### config.mk
export PLATFORM = sky130hd
export DESIGN_NAME = station_tuner
export DESIGN_NICKNAME = d
export VERILOG_FILES = /design/src/rtl/tune_pkg.sv /design/src/rtl/aft_decode.sv /design/src/rtl/band_picker.sv /design/src/rtl/rate_timer.sv /design/src/rtl/station_tuner.sv
export SDC_FILE = /design/constraint.sdc
export NUM_CORES = 1
export LEC_CHECK = 0
export CORE_ASPECT_RATIO = 1.1
export CORE_UTILIZATION = 62
export CTS_BUF_LIST = sky130_fd_sc_hd__clkbuf_16
export DETAILED_ROUTE_END_ITERATION = 8
export PLACE_DENSITY_LB_ADDON = 0.2
export SETUP_SLACK_MARGIN = 0.15
export SLEW_MARGIN = 20
export SYNTH_ARGS = -nofsm -noshare
export SYNTH_HDL_FRONTEND = slang
export SYNTH_SLANG_ARGS = --single-unit
### constraint.sdc
create_clock -name clk -period 12.1 [get_ports clk]
set_input_delay 1.21 -clock clk [delete_from_list [all_inputs] [get_ports clk]]
set_output_delay 1.21 -clock clk [all_outputs]
set_load 0.02 [all_outputs]
### src/rtl/tune_pkg.sv
package tune_pkg;

  typedef enum logic [2:0] {
    ST_IDLE,
    ST_FAST,
    ST_MED_UP,
    ST_MED_DN,
    ST_LOCK,
    ST_PAUSE
  } tstate_t;

  typedef enum logic [1:0] {
    CMD_HOLD = 2'd0,
    CMD_UP   = 2'd1,
    CMD_DN   = 2'd2
  } aft_cmd_t;

  // Band codes follow the step-by-step order
  localparam logic [1:0] BAND_VHF1 = 2'd0;
  localparam logic [1:0] BAND_CATV = 2'd1;
  localparam logic [1:0] BAND_VHF3 = 2'd2;
  localparam logic [1:0] BAND_UHF  = 2'd3;

  function automatic logic band_is_vhf(input logic [1:0] b);
    return (b == BAND_VHF1) || (b == BAND_VHF3);
  endfunction

endpackage

### src/rtl/aft_decode.sv
module aft_decode
  import tune_pkg::*;
(
  input  logic     up_in,
  input  logic     dn_in,
  input  logic     mute,
  output aft_cmd_t cmd
);

  always_comb begin
    cmd = CMD_HOLD;
    if (!mute) begin
      if (up_in && !dn_in)      cmd = CMD_UP;
      else if (!up_in && dn_in) cmd = CMD_DN;
    end
  end

endmodule

### src/rtl/band_picker.sv
module band_picker #(
  parameter int NB = 4,
  localparam int BW = $clog2(NB)
) (
  input  logic [BW-1:0] cur,
  input  logic [NB-1:0] en,
  output logic [BW-1:0] nxt
);

  // Scan from farthest to nearest so the nearest enabled band wins
  always_comb begin
    nxt = cur;
    for (int k = NB; k >= 1; k--) begin
      if (en[BW'((int'(cur) + k) % NB)]) nxt = BW'((int'(cur) + k) % NB);
    end
  end

  always_comb begin
    if (|en) begin
      a_r10_pick_enabled: assert (en[nxt]);
    end
  end

endmodule

### src/rtl/rate_timer.sv
module rate_timer #(
  parameter int BASE_DIV = 488,
  parameter int PER_W    = 9,
  localparam int BD_W    = (BASE_DIV > 1) ? $clog2(BASE_DIV) : 1
) (
  input  logic             clk,
  input  logic             rst_n,
  input  logic             restart,
  input  logic [PER_W-1:0] period,
  output logic             step
);

  logic [BD_W-1:0]  base_cnt;
  logic [PER_W-1:0] div_cnt;
  logic             base_tick;

  assign base_tick = (base_cnt == BD_W'(BASE_DIV - 1));
  assign step      = !restart && base_tick && (div_cnt == period - PER_W'(1));

  always_ff @(posedge clk) begin
    if (!rst_n || restart) begin
      base_cnt <= '0;
      div_cnt  <= '0;
    end else begin
      base_cnt <= base_tick ? '0 : base_cnt + BD_W'(1);
      if (base_tick) begin
        div_cnt <= (div_cnt == period - PER_W'(1)) ? '0 : div_cnt + PER_W'(1);
      end
    end
  end

  // the divider never runs past the period it serves
  a_r3_div_range: assert property (@(posedge clk) disable iff (!rst_n)
    !restart |-> (div_cnt < period));

endmodule

### src/rtl/station_tuner.sv
module station_tuner
  import tune_pkg::*;
#(
  parameter int CNT_W         = 13,
  parameter int BASE_DIV      = 488,
  parameter int FAST_VHF_PER  = 1,
  parameter int FAST_HI_PER   = 4,
  parameter int SLOW_UP_PER   = 16,
  parameter int VSLOW_DN_PER  = 128,
  parameter int PAUSE_TICKS   = 492,
  parameter int BLANK_VHF     = 60,
  parameter int BLANK_HI      = 15,
  parameter int RECALL_OFFSET = 8
) (
  input  logic             clk,
  input  logic             rst_n,
  input  logic             search_start,
  input  logic             aft_en,
  input  logic             aft_up_in,
  input  logic             aft_dn_in,
  input  logic             mute,
  input  logic [3:0]       band_enable,
  input  logic             recall_valid,
  output logic             recall_ready,
  input  logic [CNT_W-1:0] recall_value,
  input  logic [1:0]       recall_band,
  output logic [CNT_W-1:0] tune_value,
  output logic [1:0]       band_sel,
  output logic             search_active,
  output logic             locked
);

  localparam logic [CNT_W-1:0] VMAX = {CNT_W{1'b1}};
  localparam int FAST_MAX = (FAST_HI_PER > FAST_VHF_PER) ? FAST_HI_PER : FAST_VHF_PER;
  localparam int P_A      = (PAUSE_TICKS > VSLOW_DN_PER) ? PAUSE_TICKS : VSLOW_DN_PER;
  localparam int P_B      = (4 * FAST_MAX > SLOW_UP_PER) ? 4 * FAST_MAX : SLOW_UP_PER;
  localparam int PER_MAX  = (P_A > P_B) ? P_A : P_B;
  localparam int PER_W    = $clog2(PER_MAX + 1);
  localparam int BLK_MAX  = (BLANK_VHF > BLANK_HI) ? BLANK_VHF : BLANK_HI;
  localparam int BLK_W    = $clog2(BLK_MAX + 1);

  tstate_t          st_q, st_d;
  logic [CNT_W-1:0] val_q, val_d;
  logic [1:0]       band_q, band_d, band_nxt;
  logic [BLK_W-1:0] blank_q, blank_d, blank_lim;
  logic             ready_q;
  logic             recall_fire;
  logic             blank_done;
  logic             step, restart;
  aft_cmd_t         cmd, lock_cmd;
  logic [PER_W-1:0] fast_per, period;
  logic [4:0]       key_d, key_q;

  aft_decode u_decode (
    .up_in (aft_up_in),
    .dn_in (aft_dn_in),
    .mute  (mute),
    .cmd   (cmd)
  );

  band_picker #(.NB(4)) u_pick (
    .cur (band_q),
    .en  (band_enable),
    .nxt (band_nxt)
  );

  rate_timer #(.BASE_DIV(BASE_DIV), .PER_W(PER_W)) u_timer (
    .clk     (clk),
    .rst_n   (rst_n),
    .restart (restart),
    .period  (period),
    .step    (step)
  );

  assign recall_fire = recall_valid && ready_q;
  assign blank_lim   = band_is_vhf(band_q) ? BLK_W'(BLANK_VHF) : BLK_W'(BLANK_HI);
  assign blank_done  = (blank_q >= blank_lim);
  assign fast_per    = band_is_vhf(band_q) ? PER_W'(FAST_VHF_PER) : PER_W'(FAST_HI_PER);
  assign lock_cmd    = (st_q == ST_LOCK && aft_en) ? cmd : CMD_HOLD;

  // Step period for the present stage, in base ticks
  always_comb begin
    unique case (st_q)
      ST_FAST:   period = fast_per;
      ST_MED_UP: period = fast_per << 1;
      ST_MED_DN: period = fast_per << 2;
      ST_LOCK:   period = (lock_cmd == CMD_DN) ? PER_W'(VSLOW_DN_PER) : PER_W'(SLOW_UP_PER);
      ST_PAUSE:  period = PER_W'(PAUSE_TICKS);
      default:   period = PER_W'(1);
    endcase
  end

  // Any change of stage or lock direction restarts the step timer
  assign key_d   = {st_q, lock_cmd};
  assign restart = (key_d != key_q);

  always_comb begin
    st_d    = st_q;
    val_d   = val_q;
    band_d  = band_q;
    blank_d = blank_q;
    if (recall_fire) begin
      band_d = recall_band;
      if (aft_en) begin
        val_d = (recall_value < CNT_W'(RECALL_OFFSET)) ? '0 : recall_value - CNT_W'(RECALL_OFFSET);
        st_d  = ST_LOCK;
      end else begin
        val_d = recall_value;
        st_d  = ST_IDLE;
      end
    end else if (search_start) begin
      st_d    = ST_FAST;
      blank_d = '0;
    end else begin
      unique case (st_q)
        ST_FAST: begin
          if (step) begin
            if (val_q == VMAX) st_d = ST_PAUSE;
            else begin
              val_d = val_q + CNT_W'(1);
              if (!blank_done) blank_d = blank_q + BLK_W'(1);
            end
          end
          if (st_d == ST_FAST && blank_done && cmd == CMD_UP) st_d = ST_MED_UP;
        end
        ST_MED_UP: begin
          if (step) begin
            if (val_q == VMAX) st_d = ST_PAUSE;
            else val_d = val_q + CNT_W'(1);
          end
          if (st_d == ST_MED_UP && cmd == CMD_DN) st_d = ST_MED_DN;
        end
        ST_MED_DN: begin
          if (step && val_q != '0) val_d = val_q - CNT_W'(1);
          if (cmd == CMD_UP) st_d = ST_LOCK;
        end
        ST_LOCK: begin
          if (step && lock_cmd == CMD_UP && val_q != VMAX) val_d = val_q + CNT_W'(1);
          if (step && lock_cmd == CMD_DN && val_q != '0)   val_d = val_q - CNT_W'(1);
        end
        ST_PAUSE: begin
          if (step) begin
            band_d  = band_nxt;
            val_d   = '0;
            blank_d = '0;
            st_d    = ST_FAST;
          end
        end
        default: ;
      endcase
    end
  end

  always_ff @(posedge clk) begin
    if (!rst_n) begin
      st_q    <= ST_IDLE;
      val_q   <= '0;
      band_q  <= BAND_VHF1;
      blank_q <= '0;
      key_q   <= {ST_IDLE, CMD_HOLD};
      ready_q <= 1'b0;
    end else begin
      st_q    <= st_d;
      val_q   <= val_d;
      band_q  <= band_d;
      blank_q <= blank_d;
      key_q   <= key_d;
      ready_q <= 1'b1;
    end
  end

  assign recall_ready  = ready_q;
  assign tune_value    = val_q;
  assign band_sel      = band_q;
  assign search_active = (st_q == ST_FAST) || (st_q == ST_MED_UP) ||
                         (st_q == ST_MED_DN) || (st_q == ST_PAUSE);
  assign locked        = (st_q == ST_LOCK) && aft_en;

  // single-step motion outside recall and band restart
  a_r13_unit_step: assert property (@(posedge clk) disable iff (!rst_n)
    (!$past(recall_fire) && $past(st_q) != ST_PAUSE) |->
      (val_q == $past(val_q) ||
       {1'b0, val_q} == {1'b0, $past(val_q)} + (CNT_W+1)'(1) ||
       {1'b0, $past(val_q)} == {1'b0, val_q} + (CNT_W+1)'(1)));

  // no leaving the fast sweep while blanking
  a_r4_blank_hold: assert property (@(posedge clk) disable iff (!rst_n)
    (st_q == ST_FAST && !blank_done && !search_start && !recall_fire) |=> st_q != ST_MED_UP);

  // medium-down is entered only from medium-up
  a_r6_med_dn_entry: assert property (@(posedge clk) disable iff (!rst_n)
    (st_q == ST_MED_DN && $past(st_q) != ST_MED_DN) |-> $past(st_q) == ST_MED_UP);

  // the locked counter never wraps
  a_r9_no_wrap: assert property (@(posedge clk) disable iff (!rst_n)
    (st_q == ST_LOCK && $past(st_q) == ST_LOCK && !$past(recall_fire)) |->
      !((val_q == VMAX && $past(val_q) == '0) || (val_q == '0 && $past(val_q) == VMAX)));

  // the inter-band pause holds the top value
  a_r10_pause_top: assert property (@(posedge clk) disable iff (!rst_n)
    (st_q == ST_PAUSE) |-> val_q == VMAX);

  // muted lock holds still
  a_r12_mute_lock: assert property (@(posedge clk) disable iff (!rst_n)
    (st_q == ST_LOCK && mute && !recall_fire && !search_start) |=> val_q == $past(val_q));

endmodule

== Yosys cells after proc, flatten, opt, wreduce, memory -nomap -nowiden ==
Index checks and enable logic that the tools add are counted.
Storage, ports and cells
  register bits: 48
  input bits: 27
  output and inout port bits: 18
Operators by class
  $add $sub $neg: 11
  magnitude comparators: 6
  equality and inequality tests: 29
  mux-type cells: 63
  bitwise gates (word level): 1
  reductions and logical operators: 37
Operators with widths (count)
  13-bit 2-to-1 mux: 10
  13-bit one-hot mux with 4 select lines: 1
  3-bit 2-to-1 mux: 16
  9-bit one-hot mux with 5 select lines: 1
  6-bit 2-to-1 mux: 6
  2-bit 2-to-1 mux: 12
  3-bit inequality test (second input constant): 7
  9-bit by 1-bit adder with 9-bit output (second input constant): 2
  2-bit by 4-bit less-than comparator with 1-bit output (second input constant): 4
  1-bit logical AND: 14
  13-bit by 1-bit adder with 13-bit output (second input constant): 1
  13-bit equality test (second input constant): 1
  13-bit by 4-bit less-than comparator with 1-bit output (second input constant): 1
  13-bit inequality test (second input constant): 1
  13-bit nonzero test: 1
  13-bit by 1-bit subtractor with 13-bit output (second input constant): 1
  13-bit by 4-bit subtractor with 13-bit output (second input constant): 1
  4-bit inequality test (second input constant): 3
  3-bit one-hot mux with 4 select lines: 1
  6-bit one-hot mux with 2 select lines: 1
  5-bit nonzero test: 2
  3-bit by 2-bit equality test with 1-bit output (second input constant): 3
  9-bit equality test: 1
  9-bit equality test (second input constant): 1
  other kinds (28): 55

== Longest topological paths before layout ==
Gate-level depths: netlist of the first run.
  depth in word-level cells: 23
  gate-level depth with buffers: 21
  depth with buffers taken out: 15

== Hierarchy ==
A second synthesis of the first run with hierarchy kept.
Unflattened totals
  cells, all modules: 508
  area, all modules: 3866.2 um^2
By module, submodules not included
  station_tuner: times used 1, cells an instance 360, area each 2632.5 um^2
  rate_timer: times used 1, cells an instance 133, area each 1143.6 um^2
  band_picker: times used 1, cells an instance 13, area each 75.1 um^2
  aft_decode: times used 1, cells an instance 2, area each 15.0 um^2

== Worst setup path before layout of the first run ==
No wires, ideal clock.
  path type: register to register
  start: reg band_q[0], in the netlist band_sel[0]
  end: reg val_q[6], in the netlist tune_value[6]
  library setup time: 0.092 ns
  arrival time: 4.268 ns
  required time: 12.008 ns
  setup slack: 7.740 ns
  cell stages (with the launch flop): 19
  path buffers: 3
  clock period less this slack: 4.360 ns
  path through: dfxtp_1 -> clkbuf_1 -> inv_1 -> ha_1 -> or2_1 -> buf_2 -> mux2i_1 -> ha_1 -> xnor2_1 -> a41oi_2 -> o311a_1 -> nand4b_1 -> or2_2 -> or4_1 -> a21o_1 -> or2_1 -> buf_6 -> and2_4 -> o32ai_1
Between the ends
  cells in the longest elaborated chain, start to end: 13
RTL lines
  from (decl): RTL line station_tuner.sv:44  | logic [1:0] band_q, band_d, band_nxt;
  from (signal assigned): RTL line station_tuner.sv:165  | band_q <= band_d;
  2-bit equality test / 2-bit zero test (equally long branches): RTL line tune_pkg.sv:25  | return (b == BAND_VHF1) || (b == BAND_VHF3);
  1-bit logical OR *: RTL line tune_pkg.sv:25
  3-bit 2-to-1 mux *: RTL line station_tuner.sv:78  | assign fast_per = band_is_vhf(band_q) ? PER_W'(FAST_VHF_PER) : PER_W'(FAST_HI_PER);
  9-bit one-hot mux with 5 select lines *: RTL line station_tuner.sv:83  | unique case (st_q)
  9-bit by 1-bit subtractor with 9-bit output *: RTL line rate_timer.sv:18  | assign step = !restart && base_tick && (div_cnt == period - PER_W'(1));
  9-bit equality test *: RTL line rate_timer.sv:18
  1-bit logical AND *: RTL line rate_timer.sv:18
  1-bit logical AND (2 in series): RTL line station_tuner.sv:139  | if (step && lock_cmd == CMD_DN && val_q != '0) val_d = val_q - CNT_W'(1);
  13-bit 2-to-1 mux: RTL line station_tuner.sv:139
  13-bit one-hot mux with 4 select lines: RTL line station_tuner.sv:115  | unique case (st_q)
  13-bit 2-to-1 mux: RTL line station_tuner.sv:111  | end else if (search_start) begin
  13-bit 2-to-1 mux: RTL line station_tuner.sv:102  | if (recall_fire) begin
  to (signal assigned): RTL line station_tuner.sv:164  | val_q <= val_d;
  to (decl): RTL line station_tuner.sv:43  | logic [CNT_W-1:0] val_q, val_d;
Every way passes the cells marked *; elsewhere a longest branch is shown, timed or not. The select of a mux whose other input is x is not followed.
A chain may end at the register's enable or synchronous reset.

== Worst setup path in the final report of the first run ==
  start: reg st_q[2]
  end: reg val_q[11], in the netlist tune_value[11]
Between the ends
  cells in the longest elaborated chain, start to end: 15
RTL lines
  from (decl): RTL line station_tuner.sv:42  | tstate_t st_q, st_d;
  from (signal assigned): RTL line station_tuner.sv:163  | st_q <= st_d;
  3-bit equality test: RTL line station_tuner.sv:79, station_tuner.sv:83, station_tuner.sv:115
  1-bit logical AND: RTL line station_tuner.sv:79  | assign lock_cmd = (st_q == ST_LOCK && aft_en) ? cmd : CMD_HOLD;
  2-bit 2-to-1 mux: RTL line station_tuner.sv:79
  2-bit equality test: RTL line station_tuner.sv:87, station_tuner.sv:139
  8-bit 2-to-1 mux: RTL line station_tuner.sv:87  | ST_LOCK: period = (lock_cmd == CMD_DN) ? PER_W'(VSLOW_DN_PER) : PER_W'(SLOW_UP_PER);
  9-bit one-hot mux with 5 select lines: RTL line station_tuner.sv:83
  9-bit by 1-bit subtractor with 9-bit output: RTL line rate_timer.sv:18
  9-bit equality test: RTL line rate_timer.sv:18
  1-bit logical AND: RTL line rate_timer.sv:18
  1-bit logical AND (2 in series): RTL line station_tuner.sv:139
  13-bit 2-to-1 mux: RTL line station_tuner.sv:139
  13-bit one-hot mux with 4 select lines: RTL line station_tuner.sv:115
  13-bit 2-to-1 mux: RTL line station_tuner.sv:111
  13-bit 2-to-1 mux: RTL line station_tuner.sv:102
Parallel ways exist; a longest one is shown, timed or not. The select of a mux whose other input is x is not followed.

==> run_results.csv, run 1 <==
group,metric,value,unit
synthesis,async_flop_share,0,
power_and_ir_drop,seq_power_share,0.384,
worst_setup_path,timing.rr.start,"st_q[2]",
floorplan,die_y,86.7,um
timing,skew,0.00259,ns
timing,rsz0062_at_grt,"false",
place,place_congestion,0.918,
synthesis,synth_largest_area_cell,"dfxtp_1",
clock_network,cts.clk_slew.worst_paths,0.07,ns
final_layout,syn2layout_area_growth,14.3,%
final_layout,finalInstanceArea,0.00463,mm2
run_status,outcome,"completed",
floorplan,die-width,79.0,um
worst_setup_path,setup.worst_path.start,"st_q[2]",
timing,fin_tns_setup,0,ns
timing,tightest_slew,0.905,ns
power_and_ir_drop,ir_drop,88.4,uV
final_layout,stdcell_count,649,
grt,grt_max_degree,29,
synthesis,ys_warn_count,0,
clock_network,cts.path.max_buffers,2,
timing,fin_crit,4.78,ns
routing,drtIter0Drc,431,
floorplan,fp-row-count,30,
timing,setup_viol,0,
worst_setup_path,ff2ff_setup_slack,7.32,ns
synthesis,synth_ff_type,"dfxtp_1",
worst_setup_path,ff2ff_path_depth,14,
routing,totalWireLength,10.8,mm
timing,maxClockFrequency,209,MHz
grt,grt-ovfl-total,0,
timing,maxSlewViolCount,0,
worst_setup_path,worstSetupStartpointType,"flip-flop",
synthesis,postSynthAreaPerCell,7.40,um2
clock_network,cts_setup_buffers,0,
power_and_ir_drop,powerDensity,99.7,mW/mm2
floorplan,core_area,0.00623,mm2
timing,maxSlewHeadroom,0.397,
timing,period_share,0.395,
hold_path,hold_class,"flip-flop to flip-flop",
floorplan,die_area,0.00685,mm2
worst_setup_path,worstPathMaxFanout,27,
final_layout,diodes,0,
power_and_ir_drop,switchingPower,147,uW
final_layout,final_core_util,0.742,
power_and_ir_drop,p_comb_frac,0.269,
flow_run,maxCapViolations,0,
worst_setup_path,crit_end,"tune_value[11]",
routing,ant_nets,0,
worst_setup_path,crit_type,"flip-flop to flip-flop",
clock_network,h-tree-depth,2,
grt,grt_antenna_before_repair,0,
worst_setup_path,endpoint_kind,"flip-flop",
place,dpl-instance-area,0.00446,mm2
synthesis,synth_most_common_cell,"nor2_1",
place,dpl_worst_slack,7.32,ns
routing,dr.pass1.iters,5,
timing,final-hold-violation-count,0,
synthesis,synthTopCellsByCount,"66 x nor2_1, 48 x dfxtp_1, 48 x nand2_1, 29 x a21oi_1, 25 x o21ai_0",
power_and_ir_drop,p_int,314,uW
floorplan,start_util,0.649,
routing,avgRoutedWirePerCell,16.6,um
grt,grt_pass1_vias,3820,
clock_network,cts_sinks,48,
place,placedCellCount,641,
routing,viasPerCell,6.56,
clock_network,post_cts_resized,0,
grt,grt_pass1_wl,17.5,mm
clock_network,root_buffer,"clkbuf_16",
clock_network,insertion_delay,0.29,ns
synthesis,yosys.area.top_type_share,0.237,
routing,dr_total_vias,4255,
floorplan,io_pins,45,
routing,drc,0,
worst_setup_path,crit_required,12.26,ns
synthesis,ys_seq_elements,48,
synthesis,synthCells,547,
synthesis,yosysSeqAreaShare,0.237,
final_layout,drive_gt1_frac,0.0492,
clock_network,cts_buffers,5,
power_and_ir_drop,sw_frac_of_total,0.318,
synthesis,syn-num-nets,588,
synthesis,syn_area,0.00405,mm2
worst_setup_path,timing.rr.end,"tune_value[11]",
worst_setup_path,crit_arrival,4.94,ns
place,port_buffers,44,
final_layout,num-nets-final,609,
power_and_ir_drop,power.leakage,0.00166,uW
synthesis,ys_types,83,
synthesis,synth-edff-count,0,
place,post-dp-hpwl,7.73,mm
grt,grt_util_all_layers,0.317,
synthesis,synth.area.top_cells,"dfxtp_1 24%, nor2_1 6.1%, xor2_1 4.5%",
clock_network,cts_tree,"done",
clock_network,cts_hold_buffers,0,
timing,layout_setup_ws,7.32,ns
power_and_ir_drop,p_clk_frac,0.347,
[power groups by stage]
stage	clock network (uW)	registers [uW]	logic [uW]
after floorplan	0	176	88.2
after global placement	0	180	118
after detailed placement	0	180	121
after CTS	161	176	122
after global routing	166	178	135
final	160	177	124
[cells by family (layout without fill, tap and decap cells)]
group / Yosys count / count (layout) / synth area share
AOI/OAI and AO/OA: 138 / 138 / 0.239
muxes: 9 / 9 / 0.0257
adders and majority gates: 14 / 14 / 0.0433
xor gates and xnor gates: 39 / 39 / 0.0844
and+or+nand+nor: 244 / 244 / 0.313
buffers and inverters: 55 / 77 / 0.0569
DFF: 48 / 48 / 0.237
[metrics by stage]
step	power [uW]	hold slack, ns
after global placement	298	0.456
after detailed placement	301	0.460
after global routing	479	0.514
final	461	0.473
after CTS	459	0.478
after floorplan	264	0.437
[worst max-delay path: stages, from the launching register on]
cell,delay [ns]
dfxtp_1,0.90
ha_1,0.57
nor2_1,0.22
nand4_1,0.12
ha_1,0.31
xnor2_1,0.14
a41oi_2,0.15
o311a_1,0.19
nand4b_1,0.11
or2_2,0.35
or4_1,0.54
a21o_1,0.23
or2_1,0.35
a2111oi_0,0.41
a211oi_1,0.08
[cell usage in the layout (no fill, tap or decap), drive strengths merged, types with 3 or more instances in the layout]
cell,count
a2bb2oi,3
or3,9
a21oi,30
xor2,21
o31ai,7
nand2,48
o211ai,5
a311oi,5
o22ai,4
a31oi,3
inv,21
xnor2,18
clkinv,4
a211oi,6
clkbuf,5
nor3,14
and2,4
o32ai,4
nor2b,9
nor4,7
and3,13
or3b,5
nand3,22
dfxtp,48
nand2b,6
mux2i,7
nor3b,6
or4,4
or2,6
o21ai,28
nor2,67
nand4,13
ha,14
o21bai,3
clkdlybuf4s50,44
a222oi,3
o2111ai,5
[area by class of cell]
type	count	area (um2)
inverter	23	86.3
tap	80	100
clock inverter	3	42.5
fill	481	1610
timing repair buffer	46	455
clock buffer	5	125
sequential	48	961
multi-input combinational	444	2860
[registers in the layout (all words and copies together), names as in the netlist]
| name | cells |
|---|---|
| tune_value | 13 |
| u_timer.base_cnt | 9 |
| u_timer.div_cnt | 9 |
| blank_q | 6 |
| key_q | 5 |
| st_q | 3 |
| band_sel | 2 |
| recall_ready | 1 |
[layer usage]
layer  vias to the layer above  routed length [um]  global-route usage
li1                       2057                   -                   -
met1                      1952                4630               0.409
met2                       224                5100               0.542
met3                        22                 853              0.0495
met4                         0                 172              0.0992
met5                         -                   0                   0
[how the worst min path moves through the flow]
stage	start	end	slack [ns]	cells past startpoint
floorplan	u_timer.base_cnt[0]	u_timer.base_cnt[0]	0.44	1
global placement	u_timer.base_cnt[0]	u_timer.base_cnt[0]	0.46	1
detailed placement	u_timer.base_cnt[0]	u_timer.base_cnt[0]	0.46	1
CTS	u_timer.base_cnt[0]	u_timer.base_cnt[0]	0.48	1
global route	u_timer.base_cnt[0]	u_timer.base_cnt[0]	0.51	1
finish	u_timer.base_cnt[0]	u_timer.base_cnt[0]	0.47	1
Power figures use the tool's default switching activity.
==> run 2: changes to the inputs <==
--- a/config.mk
+++ b/config.mk
@@ -6,7 +6,7 @@
 export NUM_CORES = 1
 export LEC_CHECK = 0
 export CORE_ASPECT_RATIO = 1.1
-export CORE_UTILIZATION = 62
+export CORE_UTILIZATION = 58
 export CTS_BUF_LIST = sky130_fd_sc_hd__clkbuf_16
 export DETAILED_ROUTE_END_ITERATION = 8
 export PLACE_DENSITY_LB_ADDON = 0.2
==> constraint.sdc (replaced) <==
create_clock -name clk -period 4.4 [get_ports clk]
set_input_delay 0.44 -clock clk [delete_from_list [all_inputs] [get_ports clk]]
set_output_delay 0.44 -clock clk [all_outputs]
set_load 0.02 [all_outputs]
==> run_results.csv, run 2 (same netlist as run 1, synthesis figures left out) <==
group,metric,value,unit
clock_network,cts_sinks,48,
worst_setup_path,timing.rr.end,"tune_value[6]",
worst_setup_path,endpoint_kind,"flip-flop",
timing,fin_crit,4.03,ns
power_and_ir_drop,seq_power_share,0.366,
routing,drtIter0Drc,452,
run_status,outcome,"completed",
grt,grt-ovfl-total,0,
final_layout,final_common_cell,"nor2_1",
timing,layout_setup_ws,0.367,ns
clock_network,h-tree-depth,2,
timing,maxSlewHeadroom,0.386,
place,place_congestion,0.926,
clock_network,cts_setup_buffers,0,
grt,grt_antenna_before_repair,0,
routing,drc,0,
worst_setup_path,crit_required,4.60,ns
floorplan,io_pins,45,
routing,ant_nets,0,
final_layout,num-nets-final,618,
clock_network,cts_tree,"done",
timing,tightest_slew,0.920,ns
worst_setup_path,worstSetupStartpointType,"flip-flop",
timing,final-hold-violation-count,0,
grt,grt_pass1_wl,18.0,mm
worst_setup_path,worstPathMaxFanout,10,
routing,dr_total_vias,4383,
clock_network,cts_buffers,5,
worst_setup_path,setup.worst_path.start,"band_sel[1]",
grt,grt_pass1_vias,3838,
place,port_buffers,44,
final_layout,mostFrequentLayoutCells,"66 x nor2_1, 48 x nand2_1, 47 x dfxtp_1",
timing,period_share,0.917,
final_layout,largest_reg_flops,13,
timing,fin_tns_setup,0,ns
worst_setup_path,ff2ff_path_depth,15,
power_and_ir_drop,ir_drop,242,uV
routing,viasPerCell,6.64,
worst_setup_path,crit_type,"flip-flop to flip-flop",
routing,avgRoutedWirePerCell,17.5,um
clock_network,cts.path.max_buffers,2,
worst_setup_path,crit_arrival,4.23,ns
flow_run,maxCapViolations,0,
clock_network,insertion_delay,0.30,ns
power_and_ir_drop,powerDensity,274,mW/mm2
worst_setup_path,timing.rr.start,"band_sel[1]",
floorplan,core_area,0.00667,mm2
worst_setup_path,ff2ff_setup_slack,0.37,ns
place,dpl_worst_slack,0.283,ns
floorplan,start_util,0.607,
floorplan,die_y,89.6,um
timing,setup_viol,0,
timing,maxSlewViolCount,0,
timing,worst_hold_slack,0.473,ns
timing,maxClockFrequency,248,MHz
floorplan,die_area,0.00731,mm2
routing,dr.pass1.iters,5,
timing,skew,0.00657,ns
clock_network,root_buffer,"clkbuf_16",
worst_setup_path,crit_end,"tune_value[6]",
power_and_ir_drop,p_comb_frac,0.286,
timing,rsz0062_at_grt,"false",
grt,grt_util_all_layers,0.318,
final_layout,diodes,0,
floorplan,die-width,81.6,um
clock_network,cts.clk_slew.worst_paths,0.07,ns
power_and_ir_drop,p_clk_frac,0.348,
routing,totalWireLength,11.5,mm
floorplan,fp-row-count,31,
final_layout,syn2layout_area_growth,16.9,%
power_and_ir_drop,sw_frac_of_total,0.325,
place,post-dp-hpwl,8.37,mm
power_and_ir_drop,switchingPower,421,uW
power_and_ir_drop,p_int,877,uW
power_and_ir_drop,power.leakage,0.00170,uW
grt,grt_max_degree,27,
hold_path,hold_class,"flip-flop to flip-flop",
final_layout,drive_gt1_frac,0.0761,
[run 2: critical path, cell delays in order, from the launching register on]
cell	delay, ns
dfxtp_2	0.38
inv_1	0.12
ha_1	0.22
or2_1	0.25
mux2i_2	0.22
ha_1	0.28
xnor2_1	0.14
a41oi_2	0.15
o311a_1	0.18
nand4b_1	0.10
or2_2	0.34
or4_1	0.52
a21o_1	0.24
or2_4	0.31
and2_4	0.19
o32ai_1	0.28
[run 2: timing repair]
item,CTS,global route
setup endpoints to repair,0,11
gates resized for setup,0,7
hold buffers,0,0
[run 2: power groups by stage]
stage	combinational, uW	sequential [uW]	clock, uW
floorplan	243	485	0
global placement	350	483	0
detailed placement	357	484	0
CTS	360	474	459
global route	402	478	475
finish	372	475	451
[run 2: stage by stage]
| step | utilization | instances | area [um2] | power, uW |
|---|---|---|---|---|
| after CTS | 0.705 | 660 | 4710 | 1290 |
| after global placement | 0.680 | 652 | 4530 | 832 |
| after detailed placement | 0.680 | 652 | 4530 | 842 |
| final | 0.709 | 660 | 4730 | 1300 |
| after floorplan | - | 547 | 4050 | 728 |
| after global routing | 0.709 | 660 | 4730 | 1350 |
[run 2: metal layers]
metal	part of all wire	GRT usage	wire (um)
met1	0.41	0.380	4740
met4	0.037	0.159	429
met2	0.48	0.552	5530
met3	0.073	0.0465	839
met5	0	0	0
[run 2: area by class of cell]
cell class	instances	area [um2]
timing repair buffer	55	523
clock inverter	3	46.3
fill	559	1940
clock buffer	5	125
tap	82	103
multi-input combinational	444	2890
inverter	23	86.3
sequential	48	962
[run 2: worst min-delay path by stage]
stage,slack (ns),cells past startpoint,endpoint,from
floorplan,0.44,1,u_timer.base_cnt[0],u_timer.base_cnt[0]
global placement,0.45,1,u_timer.base_cnt[0],u_timer.base_cnt[0]
detailed placement,0.47,1,u_timer.base_cnt[0],u_timer.base_cnt[0]
CTS,0.48,1,u_timer.base_cnt[0],u_timer.base_cnt[0]
global route,0.50,1,u_timer.base_cnt[0],u_timer.base_cnt[0]
finish,0.47,1,u_timer.base_cnt[0],u_timer.base_cnt[0]
